===== src/rtl/attr_flop_port.sv =====
module attr_flop_port #(
  parameter int NUM_ATTR = 21,
  parameter logic [15:0] P_SHARED = 16'h03C0,
  parameter logic [15:0] P_DATA_RD = 16'h03C1,
  parameter logic [15:0] P_STATUS = 16'h03DA,
  parameter logic [15:0] P_EXT_IX = 16'h03D4,
  parameter logic [15:0] P_EXT_DT = 16'h03D5,
  parameter logic [7:0]  EXT_FLOP_IX = 8'h24
) (
  input  logic                  clk,
  input  logic                  rst_n,
  input  logic [15:0]           io_addr,
  input  logic                  io_wr,
  input  logic                  io_rd,
  input  logic [7:0]            io_wdata,
  output logic [7:0]            io_rdata,
  input  logic                  vretrace,
  input  logic                  disp_off,
  output logic                  attr_video_en,
  output logic [8*NUM_ATTR-1:0] attr_regs
);
  localparam int IW = 5;
  localparam logic [IW:0] NUM_L = NUM_ATTR[IW:0];

  logic             tog_q;
  logic [IW:0]      ix_q;
  logic [7:0]       ext_ix_q;
  logic             vret_q, doff_q;
  logic [7:0]       bank [NUM_ATTR];

  wire wr_shared = io_wr && (io_addr == P_SHARED);
  wire wr_ext_ix = io_wr && (io_addr == P_EXT_IX);
  wire rd_status = io_rd && (io_addr == P_STATUS);
  wire [IW-1:0] sel = ix_q[IW-1:0];
  wire sel_ok = {1'b0, sel} < NUM_L;

  assign attr_video_en = ix_q[IW];

  always_ff @(posedge clk) begin
    if (!rst_n) begin
      tog_q <= 1'b0;
      ix_q <= '0;
      ext_ix_q <= '0;
      vret_q <= 1'b0;
      doff_q <= 1'b0;
      for (int i = 0; i < NUM_ATTR; i++) bank[i] <= '0;
    end else begin
      vret_q <= vretrace;
      doff_q <= disp_off;
      if (wr_ext_ix) ext_ix_q <= io_wdata;
      if (wr_shared) begin
        tog_q <= ~tog_q;
        if (!tog_q) ix_q <= io_wdata[IW:0];
        else if (sel_ok) bank[sel] <= io_wdata;
      end else if (rd_status) begin
        tog_q <= 1'b0;
      end
    end
  end

  logic [7:0] sel_data;
  always_comb begin
    sel_data = 8'h00;
    for (int i = 0; i < NUM_ATTR; i++)
      if ({1'b0, sel} == i[IW:0]) sel_data = bank[i];
  end

  always_comb begin
    io_rdata = 8'h00;
    if (io_rd) begin
      case (io_addr)
        P_SHARED:  io_rdata = {2'b00, ix_q};
        P_DATA_RD: io_rdata = sel_data;
        P_STATUS:  io_rdata = {4'b0000, vret_q, 2'b00, doff_q};
        P_EXT_IX:  io_rdata = ext_ix_q;
        P_EXT_DT:  io_rdata = (ext_ix_q == EXT_FLOP_IX) ? {tog_q, 7'b0} : 8'h00;
        default:   io_rdata = 8'h00;
      endcase
    end
  end

  for (genvar g = 0; g < NUM_ATTR; g++) begin : g_out
    assign attr_regs[8*g +: 8] = bank[g];
  end

  assert_status_clears_R6: assert property (@(posedge clk) disable iff (!rst_n)
    rd_status |=> !tog_q);
  assert_write_flips_R2: assert property (@(posedge clk) disable iff (!rst_n)
    wr_shared |=> (tog_q != $past(tog_q)));
  assert_index_load_R2: assert property (@(posedge clk) disable iff (!rst_n)
    (wr_shared && !tog_q) |=> (ix_q == $past(io_wdata[IW:0])));
  assert_toggle_quiet_R9: assert property (@(posedge clk) disable iff (!rst_n)
    (!wr_shared && !rd_status) |=> $stable(tog_q));
  assert_index_top_zero_R3: assert property (@(posedge clk) disable iff (!rst_n)
    (io_rd && io_addr == P_SHARED) |-> (io_rdata[7:6] == 2'b00));
  assert_status_pads_R7: assert property (@(posedge clk) disable iff (!rst_n)
    rd_status |-> (io_rdata[7:4] == 4'h0 && io_rdata[2:1] == 2'b00));
  assert_video_en_R10: assert property (@(posedge clk) disable iff (!rst_n)
    (wr_shared && !tog_q) |=> (attr_video_en == $past(io_wdata[5])));
endmodule


===== config.mk =====
export PLATFORM = sky130hd
export DESIGN_NAME = attr_flop_port
export DESIGN_NICKNAME = d
export VERILOG_FILES = /design/src/rtl/attr_flop_port.sv
export SDC_FILE = /design/constraint.sdc
export NUM_CORES = 1
export LEC_CHECK = 0
export BUFFER_PORTS_ARGS = -buffer_cell sky130_fd_sc_hd__buf_2
export CAP_MARGIN = 20
export CORE_ASPECT_RATIO = 0.6
export CORE_MARGIN = 2
export CORE_UTILIZATION = 30
export CTS_CLUSTER_SIZE = 40
export DETAILED_ROUTE_END_ITERATION = 7
export PLACE_DENSITY = 0.61
export SLEW_MARGIN = 20
export SYNTH_ARGS = -nofsm -noshare
export SYNTH_HDL_FRONTEND = slang
export SYNTH_SLANG_ARGS = --single-unit
export TNS_END_PERCENT = 100

===== constraint.sdc =====
create_clock -name clk -period 3.1 [get_ports clk]
set_clock_uncertainty 0.1 [all_clocks]
set_input_delay 0 -clock clk [delete_from_list [all_inputs] [get_ports clk]]
set_output_delay 0 -clock clk [all_outputs]
set_load 0.02 [all_outputs]

# Word level (Yosys, flattened, before mapping)
# Memory sizes are Yosys's and may differ from the RTL's.
# Index checks and enable logic that the tools add are counted.
dict set report word_totals {
  reg_bits 17
  latch_bits 0
  mem_bits_rw 168
  mem_bits_ro 0
  in_bits 30
  wordCells 76
  memories 1
}
# memory words width rd rd_clocked_by_memory_dff wr line_no
set memory_table {}
lappend memory_table {bank 21 8 21 0 21 29} ;# logic [7:0] bank [NUM_ATTR];
dict set report op_classes {
  addsub 0
  multipliers 0
  n_div 0
  magnitude_cmp 1
  eq_ne 26
  n_shift 0
  mux 35
  bitwise 1
  n_reduce_logical 7
}
# op count
set ops {}
lappend ops {{2-to-1 mux 8 bit} 24}
lappend ops {{== test 16 x 10 -> 1 bit, second input constant} 5}
lappend ops {{== test 5 x 4 -> 1 bit, second input constant} 8}
lappend ops {{one-hot mux 8 bit (5 select lines)} 1}
lappend ops {{== test 5 bit, second input constant} 5}
lappend ops {{== test 5 x 3 -> 1 bit, second input constant} 4}
lappend ops {{== test 5 x 2 -> 1 bit, second input constant} 2}
lappend ops {{2-to-1 mux 1 bit} 9}
lappend ops {{== test 8 x 6 -> 1 bit, second input constant} 1}
lappend ops {{OR reduction 8 bit} 1}
lappend ops {{== test 5 x 1 -> 1 bit, second input constant} 1}
lappend ops {{logical NOT 5 bit} 1}
lappend ops {{less-than comparator 5 bit, second input constant} 1}
lappend ops {{2-to-1 mux 5 bit} 1}
lappend ops {{logical AND 1 bit} 3}
lappend ops {{AND reduction 2 bit} 1}
lappend ops {{nonzero test 2 bit} 1}
lappend ops {{NOT 1 bit} 1}

# Longest topological paths before layout
# Gate-level depths: netlist of run 1.
dict set report logic_depth {
  word_depth 24
  mapped_depth 9
  ltp_nobuf 6
}

# Worst setup path before layout of run 1
# OpenSTA, ideal clock, no wires.
dict set report synth_path {
  path_kind {register -> register}
  start {register ix_q[3]}
  end {memory bank[18][0] (enable)}
  arrival_ns 2.066
  required_ns 2.616
  slack_ns 0.550
  path_stages_with_launch 7
  synth_period_minus_slack_ns 2.550
  cell_sequence {dfxtp_1 > buf_4 > buf_2 > nor3b_2 > nand2_1 > clkbuf_1 > o21ai_0}
}
# element line_no
set synth_rtl {}
lappend synth_rtl {{from (decl)} 26} ;# logic [IW:0] ix_q;
lappend synth_rtl {{from (signal assigned)} 53} ;# if (!tog_q) ix_q <= io_wdata[IW:0];
lappend synth_rtl {{to (decl)} 29}

# Final worst setup path of run 1
dict set report layout_path {
  start {register ix_q[3]}
  end {output port io_rdata[1]}
}
dict set report layout_via {
  elab_chain_cells 24
  word_cells_on_any_way 44
}
# element line_no
set layout_lines {}
lappend layout_lines {{logical NOT 5 bit} 65} ;# if ({1'b0, sel} == i[IW:0]) sel_data = bank[i];
lappend layout_lines {{2-to-1 mux 8 bit (20 in a row)} 65}
lappend layout_lines {{2-to-1 mux 8 bit *} 65}
lappend layout_lines {{one-hot mux 8 bit (5 select lines) *} 71} ;# case (io_addr)
lappend layout_lines {{2-to-1 mux 8 bit *} 70} ;# if (io_rd) begin
lappend layout_lines {{to (decl)} 16} ;# output logic [7:0] io_rdata,
# Every way passes the cells marked *; elsewhere a longest branch is shown, timed or not.

==> results of run 1 <==
==> worst max-delay path by stage <==
stage / start / endpoint
4_1_cts: ix_q[1] / io_rdata[1]
5_1_grt: ix_q[3] / io_rdata[5]
3_3_place_gp: ix_q[4] / io_rdata[1]
6_report: ix_q[3] / io_rdata[1]
2_1_floorplan: ix_q[3] / bank[18][0]
3_5_place_dp: ix_q[3] / io_rdata[1]
==> layout make-up <==
cell class                 count  area, µm²
fill                        2871      17300
sequential                   185       5400
multi-input combinational    552       3250
timing repair buffer         304       1830
tap                          375        469
clock buffer                  19        433
clock inverter                13        113
inverter                       5       18.8
==> sequential cells by signal, summed over array words and instances, names as in the netlist <==
| name | count |
|---|---|
| bank | 168 |
| ext_ix_q | 8 |
| ix_q | 6 |
| doff_q | 1 |
| tog_q | 1 |
| vret_q | 1 |
==> placed cells by master, fill, tap and decap left out, types with 4 or more instances in the layout <==
master | synthesis | final
dlygate4sd3_1 | 0 | 20
clkbuf_16 | 0 | 17
a21oi_1 | 18 | 17
nand4_1 | 5 | 5
edfxtp_1 | 168 | 168
o21ai_0 | 35 | 35
mux4_2 | 4 | 4
a22oi_1 | 16 | 16
inv_1 | 5 | 5
nand3b_1 | 6 | 6
a31oi_1 | 5 | 4
nor2_1 | 197 | 194
dfxtp_1 | 17 | 12
nor4_1 | 4 | 4
nand3_1 | 18 | 18
mux2i_1 | 19 | 19
nor2b_1 | 16 | 14
buf_4 | 5 | 75
buf_2 | 29 | 206
nor3_1 | 7 | 6
o211ai_1 | 6 | 6
and2_1 | 6 | 6
nand2b_1 | 12 | 10
o221ai_1 | 4 | 4
a32oi_1 | 4 | 4
a21boi_1 | 8 | 8
nand2_1 | 61 | 61
a221oi_1 | 7 | 6
inv_6 | 0 | 5
and3_1 | 10 | 10
o22ai_1 | 10 | 10
==> through the flow <==
| stage | total power [µW] | setup TNS (ns) | utilization | cells | hold WS, ns |
|---|---|---|---|---|---|
| CTS | 5370 | -0.0696 | 0.396 | 1453 | 0.118 |
| finish | 5350 | 0 | 0.399 | 1453 | 0.171 |
| floorplan | 3080 | 0 | - | 804 | 0.0273 |
| detailed placement | 3310 | 0 | 0.368 | 1401 | 0.118 |
| global placement | 3310 | 0 | 0.368 | 1401 | 0.114 |
| global route | 5480 | -0.126 | 0.399 | 1453 | 0.195 |
==> cells in the mapped netlist, drive strengths merged, types with 3 or more instances <==
cell,n,area share
mux2,4,0.0051
a31oi,5,0.0035
nand3,18,0.010
edfxtp,168,0.57
and3,10,0.0071
o21ai,35,0.020
a22oi,16,0.014
a211oi,5,0.0042
clkbuf,25,0.011
nor2,197,0.084
dfxtp,17,0.039
inv,5,0.0021
nand2,61,0.026
and2,7,0.0052
a21o,3,0.0025
a21oi,18,0.010
o22ai,10,0.0071
a2111oi,5,0.0052
o221ai,4,0.0040
a221oi,7,0.0069
nor3,8,0.0051
mux2i,19,0.022
nor4,4,0.0028
nor2b,16,0.011
buf,37,0.024
nor4b,3,0.0030
mux4,4,0.010
o32ai,4,0.0040
a21boi,9,0.0076
nand2b,12,0.0085
o211ai,6,0.0051
nand3b,6,0.0051
nor3b,5,0.0054
and4,3,0.0030
a222oi,3,0.0034
a32oi,4,0.0040
nand4,5,0.0035
==> timing repair <==
item,4_1_cts,5_1_grt
pin swaps,2,1
hold buffers,20,0
hold endpoints to repair,18,0
gates resized for setup,18,18
setup endpoints to repair,4,8
==> layer usage <==
metal	part of all wire	track usage	vias to the layer above
met3	0.12	0.0865	40
met1	0.46	0.365	4042
met4	0.014	0.0541	2
li1	-	-	3482
met2	0.40	0.332	547
met5	0.00021	0	-
==> power groups by stage <==
stage                     sequential, µW  clock, µW  combinational [µW]
final                               2900       2080                 374
after CTS                           2900       2100                 374
after global placement              2950          0                 355
after global routing                2900       2180                 397
after detailed placement            2950          0                 359
after floorplan                     3010          0                67.9
==> critical path, cell delays in order (launching register included) <==
cell and delay, ns:
dfxtp_2 0.37, buf_4 0.18, and3b_2 0.26, and2_4 0.20, a222oi_1 0.41, a31oi_2 0.20, a2111oi_4 0.44, buf_4 0.18
o32ai_2 0.10, buf_2 0.19
==> cell families (layout without fill, tap and decap cells) <==
kind of cell / after synthesis / after routing / share of synthesized area
AOI/OAI and AO/OA: 154 / 154 / 0.121
xor gates and xnor gates: 1 / 1 / 0.000992
buffers and inverters: 67 / 341 / 0.0364
DFF: 185 / 185 / 0.610
muxes: 27 / 27 / 0.0368
and+or+nand+nor: 370 / 370 / 0.195
==> run summary, run 1 <==
largest net degree at the start of global routing = 27
layout cells sized above 1 = 0.329
clock-pin slew on the worst setup and hold paths = 0.07 ns
Post-synth EDFFs = 168
DRC errors left = 0
I/O pin cnt = 207
PD cells = 465 mW/mm²
DR vias/cell = 5.58
row cnt = 48
kind of critical path = flop to output pin
Worst Path Max Fanout = 9
Net Count, Synth = 834
final hold viol count = 0
total track usage = 0.244
gp weighted congestion = 0.967
Final Setup Violations = 0
clock root buffer = clkbuf_16
DR vias = 8113
dpl cell area = 0.0106 mm²
Setup crit end kind = output pin
postcts setup bufs = 0
Post-layout nets = 1095
Mapped Area = 0.00883 mm²
final instance area = 0.0115 mm²
die area = 0.0309 mm²
routed length per instance = 26.0 µm
Cell Int Power = 3970 µW
R2R setup slack = 0.40 ns
first-pass GRT wire length = 52700 µm
Slew HR = 0.566
max cap viols = 0
vias in the first global route = 7569
maximum vdd ir drop = 265 µV
clock latency on the worst-skew pair = 0.45 ns
core area = 0.0288 mm²
Reg power frac = 0.542
mean post-synth cell area = 11.0 µm²
hold depth = 5
FMAX = 324 MHz
DIE WIDTH = 226 µm
detailed placer's ending HPWL = 28900 µm
Area Overhead vs Synth = 30.3%
Yosys cell types = 69
Initial Utilization = 0.306
cts bufs inserted = 17
worst hold endpoint = ext_ix_q[4]
PortBufs = 206
combinational share of power = 0.070
min Tclk post-route = 3.08 ns
outcome = finished clean
RSZ-0062 raised after global routing = yes
Leak = 0.00418 µW
Antenna Violating Nets Remaining = 0
Hold Path Class = input pin to flop
CTS H-tree depth = 4
initial antenna violation count = 1
clock share of power = 0.388
maximum clock path buffer count = 2
die height = 137 µm
R2R depth = 7
Mapped Cells = 804
sequential cell area fraction in the yosys report = 0.610
Slew @ Worst Pin = 0.645 ns
Sink Count = 185
Slew Limit Fails = 0
sw frac = 0.257
iteration count of the initial detailed-routing pass = 7
antenna cells = 0
Routed WL = 37700 µm
prevailing post-synth register cell = edfxtp_1
CTS tree = done
final worst-path setup slack = 0.0166 ns
hold_sp = io_addr[11]
period utilization = 0.995
dpl ws = 0.00756 ns
Synth warnings = 0
register bit total from synthesis = 185
Net Sw Power = 1370 µW
Critical R2R Launch = ix_q[0]
CP required = 3.00 ns
WP data arrival = 2.98 ns
FFs w/ async S/R, synth = 0
total grt overflow = 0
drt initial violations = 1118
worst r2r dst = bank[19][2]
CP Launch Type = flop
Note: power is estimated with default switching activity, not from simulation.
==> inputs of run 2 (changes only) <==
--- a/config.mk
+++ b/config.mk
@@ -13,7 +13,8 @@
 export CTS_CLUSTER_SIZE = 40
 export DETAILED_ROUTE_END_ITERATION = 7
 export PLACE_DENSITY = 0.61
-export SLEW_MARGIN = 20
+export REMOVE_ABC_BUFFERS = 1
+export SLEW_MARGIN = 30
 export SYNTH_ARGS = -nofsm -noshare
 export SYNTH_HDL_FRONTEND = slang
 export SYNTH_SLANG_ARGS = --single-unit
==> run 2 against run 1 <==
  * Core utilization down 0.10 points
  * Total power up 2.0%
  * Register-to-register slack better by 0.08 ns
  * Critical path depth unchanged
  * Sequential cell count unchanged
  * Combinational power about the same
  * First-iteration DRC count up 6.8%
  * Setup slack better by 0.038 ns
  * Maximum frequency up 1.2%
  * Final area down 0.26%
  * Clock-buffer cell count unchanged
==> run summary, run 2 (synthesis results as in run 1) <==
CP max stage cell = dfxtp_2
Post-layout nets = 1088 (-0.64%)
first-pass GRT wire length = 51500 µm (-2.3%)
total chip power = 5450 µW (+2.0%)
PortBufs = 206 (unchanged)
DR vias/cell = 5.60 (+0.30%)
outcome = finished clean
Final Non-Filler Cells = 1446 (-0.48%)
Leak = 0.00418 µW (-0.23%)
iteration count of the initial detailed-routing pass = 6 (-1)
DIE WIDTH = 226 µm (unchanged)
placed cell count = 1391 (-0.71%)
CTS tree = done
final worst-path setup slack = 0.0543 ns (+0.0377 ns)
vias in the first global route = 7358 (-2.8%)
kind of critical path = flop to output pin
final hold viol count = 0 (unchanged)
FMAX = 328 MHz (+1.2%)
clock root buffer = clkbuf_16
WP data arrival = 2.95 ns (-0.03 ns)
clock latency on the worst-skew pair = 0.46 ns (about the same)
Worst Path Max Fanout = 47 (+38)
largest net degree at the start of global routing = 48 (+78%)
setup_tns = 0 ns (unchanged)
most frequent cells in the layout = buf_2 (206), nor2_1 (194), edfxtp_1 (168), buf_4 (65), nand2_1 (61)
detailed placer's ending HPWL = 27700 µm (-4.0%)
I/O pin cnt = 207 (unchanged)
antenna cells = 0 (unchanged)
Antenna Violating Nets Remaining = 0 (unchanged)
Hold Path Class = input pin to flop
Initial Utilization = 0.306 (unchanged)
core area = 0.0288 mm² (unchanged)
clock-pin slew on the worst setup and hold paths = 0.07 ns (about the same)
Slew HR = 0.631 (+0.0650)
CP cell instances = buf_12 -> nor2b_1 -> buf_4 -> nand3_1 -> o31a_1 -> o2111ai_1 -> o31ai_1 -> a21oi_1 -> buf_2
maximum vdd ir drop = 279 µV (+5.4%)
maximum clock path buffer count = 2 (unchanged)
CP required = 3.00 ns (about the same)
gp weighted congestion = 0.964 (-0.33%)
most common cell after layout, fill and taps aside = buf_2
PD cells = 475 mW/mm² (+2.2%)
CP Launch Type = flop
row cnt = 48 (unchanged)
min Tclk post-route = 3.05 ns (-0.0377 ns)
max FFs per register = 168 (unchanged)
die height = 137 µm (unchanged)
Area Overhead vs Synth = 30.0%
cts bufs inserted = 17 (unchanged)
Sink Count = 185 (unchanged)
total grt overflow = 0 (unchanged)
total track usage = 0.239 (-0.00509)
routed length per instance = 25.8 µm (-0.75%)
Worst Hold Slack = 0.116 ns (-0.0552 ns)
layout cells sized above 1 = 0.315 (-0.0147)
DR vias = 8098 (-0.18%)
drt initial violations = 1194 (+6.8%)
top flop regs = bank (168), ext_ix_q (8), ix_q (6)
Routed WL = 37300 µm (-1.2%)
dpl ws = 0.0255 ns (+0.0179 ns)
Setup crit end kind = output pin
Largest Register = bank
Slew Limit Fails = 0 (unchanged)
period utilization = 0.982 (-0.0122)
initial antenna violation count = 0 (-1)
crit-path max cell delay = 0.42 ns (-0.02 ns)
die area = 0.0309 mm² (unchanged)
CTS H-tree depth = 4 (unchanged)
max cap viols = 0 (unchanged)
DRC errors left = 0 (unchanged)
Final Setup Violations = 0 (unchanged)
Slew @ Worst Pin = 0.546 ns (-0.0984 ns)
run 2: layout make-up:
type | instances | area [µm²]
inverter | 5 | 18.8
tap | 375 | 469
sequential | 185 | 5400
clock buffer | 19 | 433
timing repair buffer | 297 | 1810
fill | 2897 | 17300
clock inverter | 13 | 141
multi-input combinational | 552 | 3210
run 2: final timing paths:
| kind | startpoint | end | slack [ns] | cells after the start |
|---|---|---|---|---|
| worst max register to register | ix_q[0] | bank[20][4] | 0.48 | 7 |
| worst max-delay path | ix_q[1] | io_rdata[7] | 0.05 | 9 |
| worst min register to register | ext_ix_q[7] | ext_ix_q[7] | 0.36 | 2 |
| worst min-delay path | io_addr[11] | ext_ix_q[6] | 0.12 | 5 |
run 2: what timing repair did:
action                                 in CTS  in global routing
resized for setup                           9                 13
setup endpoints to repair                   4                  7
endpoints found under the hold margin      25                  0
hold buffers                               23                  0
buffers inserted                            0                  0
run 2: through the flow:
stage,area (µm²),util
2_1_floorplan,8530,-
3_3_place_gp,10600,0.367
3_5_place_dp,10600,0.367
4_1_cts,11400,0.396
5_1_grt,11500,0.398
6_report,11500,0.398
run 2: critical path: cells and delay by family (launching register included):
kind,cells,cell delay (ns)
AOI/OAI and AO/OA,4,1.05
buffers and inverters,3,0.70
DFF,1,0.42
and+or+nand+nor,2,0.31
run 2: power breakdown:
part / leakage (µW) / internal [µW] / switching [µW]
Clock: 0.000276 / 1190 / 994
Sequential: 0.00183 / 2800 / 92.7
Combinational: 0.00207 / 127 / 248
Total: 0.00418 / 4120 / 1330
run 2: routing by layer:
layer	vias to the layer above	track usage	wire, µm
met5	-	0	0
met4	0	0.0673	627
met3	35	0.0650	4150
met2	499	0.328	15300
met1	4086	0.362	17200
li1	3478	-	-
==> inputs of run 3 (changes only) <==
--- a/config.mk
+++ b/config.mk
@@ -12,8 +12,9 @@
 export CORE_UTILIZATION = 30
 export CTS_CLUSTER_SIZE = 40
 export DETAILED_ROUTE_END_ITERATION = 7
-export PLACE_DENSITY = 0.61
+export PLACE_DENSITY = 0.62
 export REMOVE_ABC_BUFFERS = 1
+export SETUP_SLACK_MARGIN = 0.05
 export SLEW_MARGIN = 30
 export SYNTH_ARGS = -nofsm -noshare
 export SYNTH_HDL_FRONTEND = slang
==> constraint.sdc (replaced) <==
create_clock -name clk -period 2.5 [get_ports clk]
set_clock_uncertainty 0.1 [all_clocks]
set_input_delay 0 -clock clk [delete_from_list [all_inputs] [get_ports clk]]
set_output_delay 0 -clock clk [all_outputs]
set_load 0.02 [all_outputs]
==> run 3 against run 2 <==
  * The run now ends with negative setup slack left
  * Cell count grew 5.9%
  * Die area is the same
  * First-iteration DRC count is 0.67% higher
  * Clock-buffer cell count unchanged
  * Final area grew 10%
  * Sequential share of layout area shrank 4.3 points
  * Non-clock buffer count rose by 86
  * Global-route usage is 1.7 points higher
  * Largest power group unchanged
==> run summary, run 3 (synthesis results as in run 1) <==
period utilization = 1.10
maximum clock path buffer count = 2 (unchanged)
Largest Register = bank
Routed WL = 39700 µm (+6.4%)
detailed placer's ending HPWL = 28700 µm (+3.7%)
core area = 0.0288 mm² (unchanged)
DR vias/cell = 5.56 (-0.78%)
CTS H-tree depth = 4 (unchanged)
hold_sp = io_addr[0]
iteration count of the initial detailed-routing pass = 6 (unchanged)
Slew HR = 0.503 (-0.129)
DIE WIDTH = 226 µm (unchanged)
Slew @ Worst Pin = 0.745 ns (+0.199 ns)
die area = 0.0309 mm² (unchanged)
Post-layout nets = 1174 (+7.9%)
PD cells = 516 mW/mm² (+8.6%)
vias in the first global route = 8031 (+9.1%)
CP max stage cell = dfxtp_4
DR vias = 8513 (+5.1%)
total grt overflow = 0 (unchanged)
max cap viols = 0 (unchanged)
antenna cells = 0 (unchanged)
largest net degree at the start of global routing = 24 (-50%)
maximum vdd ir drop = 402 µV (+44%)
Final Non-Filler Cells = 1532 (+5.9%)
DRC errors left = 0 (unchanged)
Leak = 0.00471 µW (+13%)
clock-pin slew on the worst setup and hold paths = 0.07 ns (about the same)
final worst-path setup slack = -0.248 ns (-0.303 ns)
Critical R2R Launch = ix_q[1]
Final Setup Violations = 8 (+8)
CP cell instances = buf_4 -> nand2b_2 -> buf_4 -> nor2_2 -> buf_4 -> a221o_1 -> o31ai_4 -> a21o_1 -> a21oi_2 -> buf_4
count of buffer and inverter cells on the critical path = 4 (+1)
WP data arrival = 2.65 ns (-0.30 ns)
CTS tree = done
gp weighted congestion = 0.924 (-4.2%)
Area Overhead vs Synth = 43.3%
routed length per instance = 25.9 µm (+0.43%)
failing checks = negative setup slack
Hold Path Class = input pin to flop
Worst Path Max Fanout = 6 (-87%)
Sink Count = 185 (unchanged)
CP Launch Type = flop
placed cell count = 1438 (+3.4%)
total track usage = 0.256 (+0.0171)
clock latency on the worst-skew pair = 0.45 ns (about the same)
most frequent cell on the critical path = buf_4
RSZ-0062 raised after global routing = yes
crit path from = ix_q[1]
Slew Limit Fails = 0 (unchanged)
top flop regs = bank (168), ext_ix_q (8), ix_q (6)
max FFs per register = 168 (unchanged)
row cnt = 48 (unchanged)
min Tclk post-route = 2.75 ns
clock root buffer = clkbuf_16
crit-path max cell delay = 0.41 ns (about the same)
PortBufs = 206 (unchanged)
first-pass GRT wire length = 55400 µm (+7.6%)
kind of critical path = flop to output pin
most common cell after layout, fill and taps aside = buf_2
FMAX = 364 MHz
drt initial violations = 1202 (+0.67%)
Antenna Violating Nets Remaining = 0 (unchanged)
I/O pin cnt = 207 (unchanged)
die height = 137 µm (unchanged)
Setup crit end kind = output pin
cts bufs inserted = 17 (unchanged)
final instance area = 0.0127 mm² (+10%)
most frequent cells in the layout = buf_2 (199), nor2_1 (189), edfxtp_1 (168), buf_4 (128), nand2_1 (55)
layout cells sized above 1 = 0.414 (+0.0993)
Initial Utilization = 0.306 (unchanged)
dpl cell area = 0.0109 mm² (+3.5%)
final hold viol count = 0 (unchanged)
initial antenna violation count = 0 (unchanged)
outcome = complete, but fails checks
CP delay by family, top = compound AO/OA/AOI/OAI gates
CP required = 2.40 ns (-0.60 ns)
## run 3: report_power, final
part / total, µW / internal [µW] / switching (µW) / leakage, µW
logic: 475 / 163 / 313 / 0.00264
registers: 3590 / 3470 / 119 / 0.00183
clock network: 2470 / 1260 / 1210 / 0.000233
total: 6530 / 4890 / 1640 / 0.00471
## run 3: worst min-delay path, delay by kind of cell
family / cells / cell delay, ns
AO/OA/AOI/OAI: 2 / 0.22
buffers and inverters: 1 / 0.14
AND/OR/NAND/NOR: 1 / 0.27
## run 3: final timing paths
kind | cells after the start | slack [ns] | to
max | 10 | -0.25 | io_rdata[0]
min | 4 | 0.13 | tog_q
max reg2reg | 8 | 0.13 | bank[0][1]
min reg2reg | 2 | 0.39 | ext_ix_q[4]
## run 3: layout make-up
cell class | instances | area, µm²
clock buffer | 19 | 433
clock inverter | 13 | 82.6
fill | 2756 | 16200
inverter | 5 | 18.8
multi-input combinational | 552 | 3620
sequential | 185 | 5400
tap | 375 | 469
timing repair buffer | 383 | 2630
## run 3: repair_timing
action                                  in CTS  in global routing
endpoints found under the setup margin       8                 27
pin swaps                                   36                 25
gates cloned                                 2                  1
setup buffers                               32                  6
endpoints found under the hold margin       27                  0
hold buffers                                24                  0
resized for setup                          112                 52
## run 3: metal layers
layer / vias up / part of all wire / global-route usage / wire length (µm)
li1: 3655 / - / - / -
met1: 4226 / 0.44 / 0.381 / 17500
met2: 579 / 0.42 / 0.359 / 16600
met3: 53 / 0.12 / 0.0721 / 4700
met4: 0 / 0.020 / 0.0699 / 806
met5: - / 0 / 0 / 0
## run 3: through the flow
stage,hold WS (ns),setup TNS (ns),utilization,setup slack (ns),power [µW]
floorplan,0.0177,-197.96,-,-0.856,3810
global placement,0.110,-0.744,0.380,-0.383,4090
detailed placement,0.113,-0.752,0.380,-0.384,4100
CTS,0.104,-1.64,0.430,-0.269,6540
global route,0.157,-2.09,0.439,-0.306,6720
finish,0.129,-1.50,0.439,-0.248,6530
